**src/rtl/bridge_pkg.sv**
```systemverilog
package bridge_pkg;
  localparam int HOST_AW = 5;
  localparam int WORD_W  = 32;

  localparam logic [2:0] IDX_ID   = 3'd0;
  localparam logic [2:0] IDX_CTL  = 3'd1;
  localparam logic [2:0] IDX_LOW  = 3'd2;
  localparam logic [2:0] IDX_UP   = 3'd3;
  localparam logic [2:0] IDX_EN   = 3'd4;
  localparam logic [2:0] IDX_FLG  = 3'd5;

  localparam int BIT_BUSY = 31;
  localparam int BIT_DIR  = 24;

  typedef enum logic [1:0] {ST_IDLE, ST_REQ, ST_FIN} xfer_state_t;

  typedef struct packed {
    logic loadCtl;
    logic loadLow;
    logic loadUp;
    logic loadEn;
    logic clrFlag;
    logic captureRd;
    logic commitRd;
    logic xferDone;
  } strobe_t;
endpackage

```
**src/rtl/bridge_ctrl.sv**
```systemverilog
module bridge_ctrl
  import bridge_pkg::*;
(
  input  logic               clk,
  input  logic               rstN,
  input  logic               hostWr,
  input  logic [HOST_AW-1:0] hostAddr,
  input  logic               wrDirBit,
  input  logic               ctlDir,
  input  logic               innAck,
  output strobe_t            stb,
  output logic               busy,
  output logic               innReq,
  output logic               innWr
);
  xfer_state_t state, stateNxt;
  logic opRead;
  logic idle;
  logic [2:0] idx;
  logic startRd, startWr;

  assign idx  = hostAddr[HOST_AW-1:2];
  assign idle = (state == ST_IDLE);

  always_comb begin
    stb = '0;
    stb.loadCtl   = hostWr && (idx == IDX_CTL) && idle;
    stb.loadLow   = hostWr && (idx == IDX_LOW) && idle;
    stb.loadUp    = hostWr && (idx == IDX_UP)  && idle;
    stb.loadEn    = hostWr && (idx == IDX_EN);
    stb.clrFlag   = hostWr && (idx == IDX_FLG);
    stb.captureRd = (state == ST_REQ) && innAck && opRead;
    stb.commitRd  = (state == ST_FIN) && opRead;
    stb.xferDone  = (state == ST_FIN);
  end

  assign startRd = stb.loadCtl && wrDirBit;
  assign startWr = stb.loadLow && !ctlDir;

  always_comb begin
    stateNxt = state;
    case (state)
      ST_IDLE: if (startRd || startWr) stateNxt = ST_REQ;
      ST_REQ:  if (innAck) stateNxt = ST_FIN;
      ST_FIN:  stateNxt = ST_IDLE;
      default: stateNxt = ST_IDLE;
    endcase
  end

  always_ff @(posedge clk or negedge rstN) begin
    if (!rstN) begin
      state  <= ST_IDLE;
      opRead <= 1'b0;
    end else begin
      state <= stateNxt;
      if (idle && (startRd || startWr)) opRead <= startRd;
    end
  end

  assign busy   = !idle;
  assign innReq = (state == ST_REQ);
  assign innWr  = !opRead;
endmodule

```
**src/rtl/bridge_dpath.sv**
```systemverilog
module bridge_dpath
  import bridge_pkg::*;
#(
  parameter int INN_AW = 8,
  parameter int INN_DW = 8,
  parameter int LANE_W = 8,
  parameter logic [WORD_W-1:0] ID_VALUE = 32'h0001_0A00
) (
  input  logic               clk,
  input  logic               rstN,
  input  strobe_t            stb,
  input  logic               busy,
  input  logic [HOST_AW-1:0] hostAddr,
  input  logic [WORD_W-1:0]  hostWdata,
  input  logic [INN_DW-1:0]  innRdata,
  input  logic               subIrq,
  output logic [WORD_W-1:0]  hostRdata,
  output logic               ctlDir,
  output logic [INN_AW-1:0]  innAddr,
  output logic [INN_DW-1:0]  innWdata,
  output logic [LANE_W-1:0]  innLaneEn,
  output logic [1:0]         intEn,
  output logic [1:0]         intFlag
);
  logic [INN_AW-1:0] ctlAddr;
  logic [LANE_W-1:0] ctlLane;
  logic [WORD_W-1:0] lowData, upData;
  logic [INN_DW-1:0] capData;
  logic              subIrqQ;
  logic [1:0]        setEvt;
  logic [WORD_W-1:0] ctlWord;

  always_ff @(posedge clk or negedge rstN) begin
    if (!rstN) begin
      ctlAddr <= '0;
      ctlLane <= '0;
      ctlDir  <= 1'b0;
      lowData <= '0;
      upData  <= '0;
      capData <= '0;
      intEn   <= '0;
    end else begin
      if (stb.loadCtl) begin
        ctlAddr <= hostWdata[INN_AW-1:0];
        ctlLane <= hostWdata[16 +: LANE_W];
        ctlDir  <= hostWdata[BIT_DIR];
      end
      if (stb.captureRd) capData <= innRdata;
      if (stb.commitRd)     lowData <= {{(WORD_W-INN_DW){1'b0}}, capData};
      else if (stb.loadLow) lowData <= hostWdata;
      if (stb.loadUp) upData <= hostWdata;
      if (stb.loadEn) intEn <= hostWdata[1:0];
    end
  end

  // Interrupt flags: bit 1 from subsystem edge, bit 0 from transfer completion.
  assign setEvt = {subIrq && !subIrqQ, stb.xferDone};

  always_ff @(posedge clk or negedge rstN) begin
    if (!rstN) begin
      subIrqQ <= 1'b0;
      intFlag <= '0;
    end else begin
      subIrqQ <= subIrq;
      for (int i = 0; i < 2; i++) begin
        if (setEvt[i])                           intFlag[i] <= 1'b1;
        else if (stb.clrFlag && hostWdata[i])    intFlag[i] <= 1'b0;
      end
    end
  end

  always_comb begin
    ctlWord = '0;
    ctlWord[BIT_BUSY]      = busy;
    ctlWord[BIT_DIR]       = ctlDir;
    ctlWord[16 +: LANE_W]  = ctlLane;
    ctlWord[INN_AW-1:0]    = ctlAddr;
  end

  always_comb begin
    case (hostAddr[HOST_AW-1:2])
      IDX_ID:  hostRdata = ID_VALUE;
      IDX_CTL: hostRdata = ctlWord;
      IDX_LOW: hostRdata = lowData;
      IDX_UP:  hostRdata = upData;
      IDX_EN:  hostRdata = {{(WORD_W-2){1'b0}}, intEn};
      IDX_FLG: hostRdata = {{(WORD_W-2){1'b0}}, intFlag};
      default: hostRdata = '0;
    endcase
  end

  assign innAddr   = ctlAddr;
  assign innWdata  = lowData[INN_DW-1:0];
  assign innLaneEn = ctlLane;
endmodule

```
**src/rtl/ireg_bridge.sv**
```systemverilog
module ireg_bridge
  import bridge_pkg::*;
#(
  parameter int INN_AW = 8,
  parameter int INN_DW = 8,
  parameter int LANE_W = 8,
  parameter logic [31:0] ID_VALUE = 32'h0001_0A00
) (
  input  logic              clk,
  input  logic              rstN,
  input  logic              hostWr,
  input  logic [4:0]        hostAddr,
  input  logic [31:0]       hostWdata,
  output logic [31:0]       hostRdata,
  output logic              hostIrq,
  output logic              innReq,
  output logic              innWr,
  output logic [INN_AW-1:0] innAddr,
  output logic [INN_DW-1:0] innWdata,
  output logic [LANE_W-1:0] innLaneEn,
  input  logic [INN_DW-1:0] innRdata,
  input  logic              innAck,
  input  logic              subIrq
);
  strobe_t    stb;
  logic       busy;
  logic       ctlDir;
  logic [1:0] intEn, intFlag;

  bridge_ctrl u_ctrl (
    .clk      (clk),
    .rstN     (rstN),
    .hostWr   (hostWr),
    .hostAddr (hostAddr),
    .wrDirBit (hostWdata[BIT_DIR]),
    .ctlDir   (ctlDir),
    .innAck   (innAck),
    .stb      (stb),
    .busy     (busy),
    .innReq   (innReq),
    .innWr    (innWr)
  );

  bridge_dpath #(
    .INN_AW   (INN_AW),
    .INN_DW   (INN_DW),
    .LANE_W   (LANE_W),
    .ID_VALUE (ID_VALUE)
  ) u_dpath (
    .clk       (clk),
    .rstN      (rstN),
    .stb       (stb),
    .busy      (busy),
    .hostAddr  (hostAddr),
    .hostWdata (hostWdata),
    .innRdata  (innRdata),
    .subIrq    (subIrq),
    .hostRdata (hostRdata),
    .ctlDir    (ctlDir),
    .innAddr   (innAddr),
    .innWdata  (innWdata),
    .innLaneEn (innLaneEn),
    .intEn     (intEn),
    .intFlag   (intFlag)
  );

  assign hostIrq = |(intFlag & intEn);
endmodule

```
**config.mk**
```make
export PLATFORM = sky130hd
export DESIGN_NAME = ireg_bridge
export DESIGN_NICKNAME = d
export VERILOG_FILES = /design/src/rtl/bridge_pkg.sv /design/src/rtl/bridge_ctrl.sv /design/src/rtl/bridge_dpath.sv /design/src/rtl/ireg_bridge.sv
export SDC_FILE = /design/constraint.sdc
export NUM_CORES = 1
export LEC_CHECK = 0
export ABC_AREA = 0
export BUFFER_PORTS_ARGS = -buffer_cell sky130_fd_sc_hd__clkbuf_2
export CORE_ASPECT_RATIO = 0.6
export CORE_MARGIN = 2
export CORE_UTILIZATION = 25
export CTS_CLUSTER_DIAMETER = 200
export DETAILED_ROUTE_END_ITERATION = 10
export HOLD_SLACK_MARGIN = 0.15
export PLACE_DENSITY_LB_ADDON = 0.3
export SLEW_MARGIN = 10
export SYNTH_ARGS = -nofsm -noshare
export SYNTH_HDL_FRONTEND = slang
export SYNTH_SLANG_ARGS = --single-unit
```
**constraint.sdc**
```tcl
create_clock -name clk -period 3.5 [get_ports clk]
set_input_delay 0.35 -clock clk [delete_from_list [all_inputs] [get_ports clk]]
set_output_delay 0.35 -clock clk [all_outputs]
set_load 0.02 [all_outputs]
```
=== Word level (Yosys, flattened, before mapping) ===
Cells that the tools add are included.

* Eq/ne operators: 9
* Muxes and demuxes: 10
* Bitwise logic cells: 1
* Reduce and logical (&&, ||, !) cells: 29

{| class="wikitable"
|+ Operator list
! operator !! number
|-
| $pmux W32 S6 || 1
|-
| $mux W32 || 2
|-
| $logic_and A1 B1 Y1 || 17
|-
| $eq A3 B2 Y1 const B || 2
|-
| $eq A3 B3 Y1 const B || 2
|-
| $reduce_bool A2 Y1 || 3
|-
| $logic_not A1 Y1 || 4
|-
| $mux W1 || 4
|-
| $mux W2 || 2
|-
| $pmux W2 S2 || 1
|-
| $eq A3 B1 Y1 const B || 1
|-
| $logic_not A3 Y1 || 1
|-
| $and A2 B2 Y2 || 1
|-
| $eq A2 B1 Y1 const B || 1
|-
| $eq A2 B2 Y1 const B || 1
|-
| $logic_not A2 Y1 || 1
|-
| $ne A2 B1 Y1 const B || 1
|-
| $ne A2 B2 Y1 const B || 1
|-
| $reduce_and A2 Y1 || 1
|-
| $reduce_or A2 Y1 || 1
|-
| $logic_or A1 B1 Y1 || 1
|}

* Bits in registers: 97
* Bits of input ports: 50
* Output and inout port bits: 59

=== Longest topological paths before layout ===
Gate-level depths: netlist of the first run.

* Word-level depth: 7
* Mapped depth: 6
* Depth with buffers taken out: 3

=== Modules after synthesis ===
Synthesis of the first run repeated with hierarchy kept, for this count alone.

* Cells, all modules: 387
* Area total of the unflattened synthesis: 4789.6 um^2

{| class="wikitable"
|+ By module, submodules not included
! module !! times used !! cells an instance !! area an instance (um^2)
|-
| bridge_dpath || 1 || 360 || 4546.9
|-
| bridge_ctrl || 1 || 26 || 234.0
|-
| ireg_bridge || 1 || 1 || 8.8
|}

=== Worst setup path after synthesis of the first run ===
No wires, ideal clock.

* Kind: input to output
* Start point: input port hostAddr[2]
* End point: output port hostRdata[11]
* Data arrival time: 1689 ps
* Slack: 1461 ps
* Stages: 5
* Buffers on the path: 3
* Path through: buf_1 > buf_2 > buf_2 > nand3_1 > a21oi_1

* Longest elaborated chain between the ends: 2
* Elaborated cells between the ends (all ways): 7
* Those cells by class: 5 x eq/ne; 1 x mux; 1 x reduce/logical

{| class="wikitable"
|+ Ends and longest elaborated chain
! element !! line !! source
|-
| from (decl) || ireg_bridge.sv:12 || <nowiki>input logic [4:0] hostAddr,</nowiki>
|-
| $eq A3 B3 Y1 (tied with other cells) || bridge_dpath.sv:81 || <nowiki>case (hostAddr[HOST_AW-1:2])</nowiki>
|-
| $pmux W32 S6 * || bridge_dpath.sv:81 ||
|-
| to (decl) || ireg_bridge.sv:14 || <nowiki>output logic [31:0] hostRdata,</nowiki>
|}

Mark *: on every way between the ends. The rest lies on a longest branch, timed or not.

=== Worst setup path in the final report of the first run ===
* Start point: input port hostAddr[2]
* End point: output port hostRdata[0]

Same word-level chain as after synthesis.

==> results of run 1 <==
-- state kept, by name (all words and copies together), names as in the netlist, 2 cells and up --
signal             count
u_ctrl.state           2
u_dpath.capData        8
u_dpath.innAddr        8
u_dpath.innLaneEn      8
u_dpath.intEn          2
u_dpath.intFlag        2
u_dpath.lowData       32
u_dpath.upData        32
-- power by group through the flow --
stage	combinational [mW]	sequential, mW	clock [mW]
final	1.03	1.66	1.08
after floorplan	0.703	1.67	0
after global placement	1.01	1.65	0
after global routing	1.12	1.70	1.16
after CTS	1.04	1.65	1.11
after detailed placement	1.04	1.68	0
-- area by class of cell --
class                           count  share of cell area [%]
Multi-Input combinational cell    251                   34.41
Tap cell                          240                   5.187
Clock inverter                      4                   1.340
Inverter                           29                   1.880
Timing Repair Buffer              120                   11.07
Sequential cell                    97                   41.93
Clock buffer                       11                   4.193
-- critical path, stage by stage --
cell and delay [ns]:
clkbuf_2 0.43, buf_4 0.47, mux2_2 0.38, a22oi_1 0.18
o22ai_1 0.14, clkbuf_2 0.18
-- Yosys cell counts (all sizes together) --
cell,n,area [sq um]
a221oi,1,8.760
o21ai,31,155.2
mux2,77,893.4
and3b,1,8.760
or4,1,7.510
nor3b,1,12.51
clkinv,1,3.750
mux2i,16,160.2
nor2b,3,18.77
a21o,2,15.01
buf,18,116.4
o22ai,3,18.77
o221ai,1,8.760
and2,1,6.260
nand4,2,12.51
inv,28,105.1
a22oi,16,120.1
nor3,2,10.01
nand3,5,25.02
nand2,2,7.510
a21oi,11,55.05
a41oi,8,70.07
nor2,36,135.1
nand3b,1,7.510
a22o,3,26.28
or3b,2,17.52
o211ai,22,165.2
clkbuf,22,82.58
nand2b,3,18.77
dfrtp,97,2427
-- metrics by stage --
| step | setup WS [ns] | hold WS [ns] | cells | total power, mW | cell area (sq um) |
|---|---|---|---|---|---|
| after floorplan | 1.461 | 0.05441 | 417 | 2.369 | 4720 |
| after global placement | 0.7591 | 0.4765 | 736 | 2.662 | 5459 |
| after detailed placement | 0.7504 | 0.4885 | 736 | 2.714 | 5459 |
| after CTS | 0.9737 | 0.1627 | 752 | 3.806 | 5789 |
| after global routing | 0.8596 | 0.1932 | 752 | 3.976 | 5789 |
| final | 1.021 | 0.1256 | 752 | 3.766 | 5789 |
-- metal layers --
layer	GRT usage [%]	routed length, microns	vias to the layer above
met5	0	0	-
met4	3.631	194	0
met3	3.958	650	17
met2	21.58	6290	125
met1	20.83	7070	1836
li1	-	-	1656
-- worst min-delay path by stage --
stage | start | end | slack, ns | depth (start not counted)
finish | rstN | u_dpath.lowData[12]$_DFFE_PN0P_ | 0.13 | 1
detailed placement | subIrq | u_dpath.subIrqQ$_DFF_PN0_ | 0.49 | 1
floorplan | rstN | u_ctrl.opRead$_DFFE_PN0P_ | 0.05 | 0
global placement | subIrq | u_dpath.subIrqQ$_DFF_PN0_ | 0.48 | 1
CTS | rstN | u_dpath.upData[12]$_DFFE_PN0P_ | 0.16 | 1
global route | rstN | u_dpath.lowData[12]$_DFFE_PN0P_ | 0.19 | 1
-- kinds of logic (layout without fill, tap and decap cells) --
logic type	after synthesis	in the layout	share of synthesized area [%]
AO/OA/AOI/OAI	98	98	13.63
flip-flops	97	97	51.43
multiplexers	93	93	22.32
buffers and inverters	69	164	6.522
AND/OR/NAND/NOR	60	60	6.098
==> run_results.csv, run 1 <==
group,metric,value,unit
grt,grtUsageTotal,14.54,%
final_layout,fin_nets,558,
power,ir_worst_vdd,0.0002789,V
cts,h-tree-depth,3,
timing,slew_headroom,39.61,%
floorplan,die_x,181.4,microns
cts,postCtsSetupBuffers,0,
power,switching_power,1.207,mW
synthesis,synth_seq_cells,97,
cts,clk_latency,0.34,ns
min_path,hold_path.class,"in -> async",
route,dr.first_iter.drc_count,217,
route,drtAntennaViolNets,0,
cts,cts_resized,0,
cts,hold_buffers,1,
setup_path,end_kind,"output port",
synthesis,synth.yosys.seq_area_share,51.43,%
timing,finalHoldViolCount,0,
final_layout,layout_commonest_cell,"clkbuf_2",
timing,post-route-min-period,2.479,ns
place,dp_hpwl,9821,microns
final_layout,ff_latch_area,0.002427,sq mm
timing,slew_violations,0,
setup_path,timing.rr.end,"u_dpath.lowData[24]$_DFFE_PN0P_",
setup_path,r2r_slack,1.28,ns
synthesis,syn-num-nets,467,
route,wl_per_cell,18.89,microns
timing,fin_crit_sh,70.84,%
setup_path,critPathKind,"in -> out",
cts,cts_tree,"done",
run_status,status,"finished, final reports clean",
timing,clock_skew,0.006909,ns
flow_run,drv_cap,0,
route,via_per_inst,4.832,
setup_path,startpoint_type,"input port",
final_layout,area_growth,22.67,%
power,power_frac_comb,27.3,%
floorplan,pin_count,109,
setup_path,cp_data_arrival_time,2.13,ns
floorplan,core,0.01826,sq mm
grt,grt_max_degree,69,
grt,grt.overflow.total,0,
synthesis,yosysUniqueCellTypes,35,
cts,cts.path.max_buffers,2,
power,p_seq_share,44.0,%
route,wl,14210,microns
synthesis,syn_area_per_cell,11.32,sq um
power,power_frac_clock,28.8,%
cts,root_buffer,"clkbuf_16",
setup_path,worstPathRequired,3.15,ns
power,cellPowerDensity,650.5,mW/mm^2
route,dr_total_vias,3634,
grt,antenna_found_initial,0,
synthesis,synthCells,417,
power,p_leak,2.756,nW
grt,grt_pass1_wl,22310,microns
setup_path,crit_path_end,"hostRdata[0]",
synthesis,yosys_warnings,0,
power,p_int,2.560,mW
place,io_buffers,106,
grt,grt_pass1_vias,3873,
final_layout,drive_above_1_share,41.80,%
cts,path_clk_slew,0.07,ns
final_layout,n_fill_cell,1900,
setup_path,r2r_cells,5,
floorplan,dieArea,0.02003,sq mm
place,routabilityCongestion,0.7526,
setup_path,regToRegStartpoint,"u_ctrl.state[0]$_DFFE_PN0P_",
timing,rsz0062_at_grt,"no",
cts,cts.sinks,97,
floorplan,rows,38,
power,switching_share,32.04,%
final_layout,mostFrequentLayoutCells,"clkbuf_2, dfrtp_1, mux2_2, nor2_1, o21ai_0",
route,drc,0,
timing,setup_viol,0,
route,dr.pass1.iters,4,
setup_path,startpoint,"hostAddr[2]",
final_layout,diodes,0,
cts,cts_buffers,9,
final_layout,multi_input_area,0.001992,sq mm
floorplan,fp.dieH,110.4,microns
timing,tightestPinTransition,0.9058,ns
timing,final.setup.tns,0,ns
setup_path,crit_fanout,24,
synthesis,syn_area,0.004720,sq mm
floorplan,start_util,25.85,%
timing,clock.fmax,403.3,MHz
final_layout,utilization,31.71,%
Note: power is estimated with default switching activity, not from simulation.
==> run 2, diff against run 1 <==
- clock period: 3.5 -> 2.11 ns (I/O delays scaled with it)
==> run_results.csv, run 2 (synthesis gave the netlist of run 1 again) <==
group,metric,value,unit
setup_path,startpoint_type,"flip-flop",
final_layout,n_fill_cell,1841,
setup_path,cp_data_arrival_time,2.14,ns
cts,postCtsSetupBuffers,0,
setup_path,end_kind,"flip-flop",
route,dr.first_iter.drc_count,242,
floorplan,fp.dieH,110.4,microns
timing,post-route-min-period,1.913,ns
timing,slew_headroom,36.40,%
timing,tightestPinTransition,0.9520,ns
cts,path_clk_slew,0.07,ns
final_layout,finalNonFillerCells,795,
floorplan,die_x,181.4,microns
route,drc,0,
grt,grt.overflow.total,0,
final_layout,area_growth,31.79,%
final_layout,multi_input_area,0.001992,sq mm
flow_run,drv_cap,0,
setup_path,r2r_slack,0.20,ns
route,dr_total_vias,3763,
cts,cts.path.max_buffers,2,
cts,cts_buffers,9,
timing,slew_violations,0,
timing,setup_ws,0.1971,ns
power,cellPowerDensity,1028,mW/mm^2
timing,finalHoldViolCount,0,
timing,clock_skew,0.004782,ns
floorplan,start_util,25.85,%
place,preCtsSetupSlack,-0.001840,ns
run_status,status,"finished, final reports clean",
timing,fin_crit_sh,90.66,%
cts,root_buffer,"clkbuf_16",
final_layout,top_regs,"u_dpath.lowData x32, u_dpath.upData x32",
timing,rsz0062_at_grt,"no",
timing,clock.fmax,522.8,MHz
setup_path,worstPathRequired,2.34,ns
cts,cts_tree,"done",
setup_path,crit_fanout,15,
setup_path,regToRegStartpoint,"u_ctrl.state[0]$_DFFE_PN0P_",
setup_path,critical_path.slowest_cell,"or4_1",
route,wl_per_cell,18.12,microns
power,p_leak,2.951,nW
min_path,hold_path.class,"in -> reg",
final_layout,ff_latch_area,0.002427,sq mm
grt,grt_max_degree,49,
grt,grt_pass1_vias,3968,
cts,h-tree-depth,3,
timing,setup_viol,0,
floorplan,pin_count,109,
floorplan,core,0.01826,sq mm
place,dp_hpwl,10360,microns
setup_path,cpPeakStageDelay,0.46,ns
cts,cts_resized,0,
cts,cts.sinks,97,
place,routabilityCongestion,0.7686,
final_layout,diodes,0,
route,dr.pass1.iters,4,
cts,clk_latency,0.34,ns
final_layout,drive_above_1_share,40.54,%
cts,hold_buffers,34,
floorplan,rows,38,
power,p_total,6.393,mW
final_layout,fin_nets,601,
place,io_buffers,106,
power,ir_worst_vdd,0.0004944,V
min_path,hold_start,"hostWdata[20]",
floorplan,dieArea,0.02003,sq mm
setup_path,startpoint,"u_ctrl.state[0]$_DFFE_PN0P_",
route,drtAntennaViolNets,0,
grt,grt_pass1_wl,22600,microns
final_layout,layout_commonest_cell,"clkbuf_2",
final_layout,mostFrequentLayoutCells,"clkbuf_2, dfrtp_1, mux2_2, nor2_1, dlygate4sd3_1",
route,via_per_inst,4.733,
grt,antenna_found_initial,0,
route,wl,14410,microns
grt,grtUsageTotal,14.61,%
setup_path,crit_chain,"or3b_1, or4_1, buf_4, mux2_4",
setup_path,critPathKind,"reg -> reg",
place,dp.cells,746,
==> run 2: worst paths after layout <==
kind                                                    endpoint  depth (start not counted)
worst min register to register     u_dpath.upData[1]$_DFFE_PN0P_                          1
worst min-delay path             u_dpath.lowData[20]$_DFFE_PN0P_                          3
min in group asynchronous         u_dpath.upData[15]$_DFFE_PN0P_                          2
worst max register to register  u_dpath.innLaneEn[4]$_DFFE_PN0P_                          4
worst max-delay path            u_dpath.innLaneEn[4]$_DFFE_PN0P_                          4
max in group asynchronous         u_dpath.lowData[0]$_DFFE_PN0P_                          3
==> run 2: through the flow <==
stage / hold WS [ns] / TNS [ns] / cell area [sq um] / utilization (%)
3_5_place_dp: 0.1585 / -0.002941 / 5547 / 30.38
6_report: 0.1567 / 0 / 6220 / 34.07
2_1_floorplan: -0.08459 / 0 / 4720 / -
4_1_cts: 0.1504 / 0 / 6220 / 34.07
5_1_grt: 0.1611 / 0 / 6220 / 34.07
3_3_place_gp: 0.1525 / 0 / 5547 / 30.38
==> run 2: area by class of cell <==
| class | instances | area share (%) |
|---|---|---|
| inverter | 29 | 1.750 |
| multi-input combinational | 251 | 32.03 |
| clock buffer | 9 | 3.621 |
| clock inverter | 6 | 1.730 |
| sequential | 97 | 39.03 |
| tap | 240 | 4.828 |
| timing repair buffer | 163 | 17.02 |
==> run 2: metal layers <==
metal / vias up / global-route usage [%] / share of wire, %
met1: 1892 / 21.17 / 50
met2: 116 / 21.84 / 43
met3: 10 / 3.727 / 5.6
met4: 0 / 3.144 / 0.86
met5: - / 0 / 0
li1: 1745 / - / -
==> run 2: report_power, final <==
part | internal, mW | switching (mW)
registers | 2.40 | 0.366
logic | 0.830 | 0.945
clock network | 1.15 | 0.704
==> run 2: worst max-delay path, delay by kind of cell, from the launching register on <==
family,cells,cell delay (ns)
muxes,1,0.32
and+or+nand+nor,2,0.84
DFF,1,0.37
buffers and inverters,1,0.26
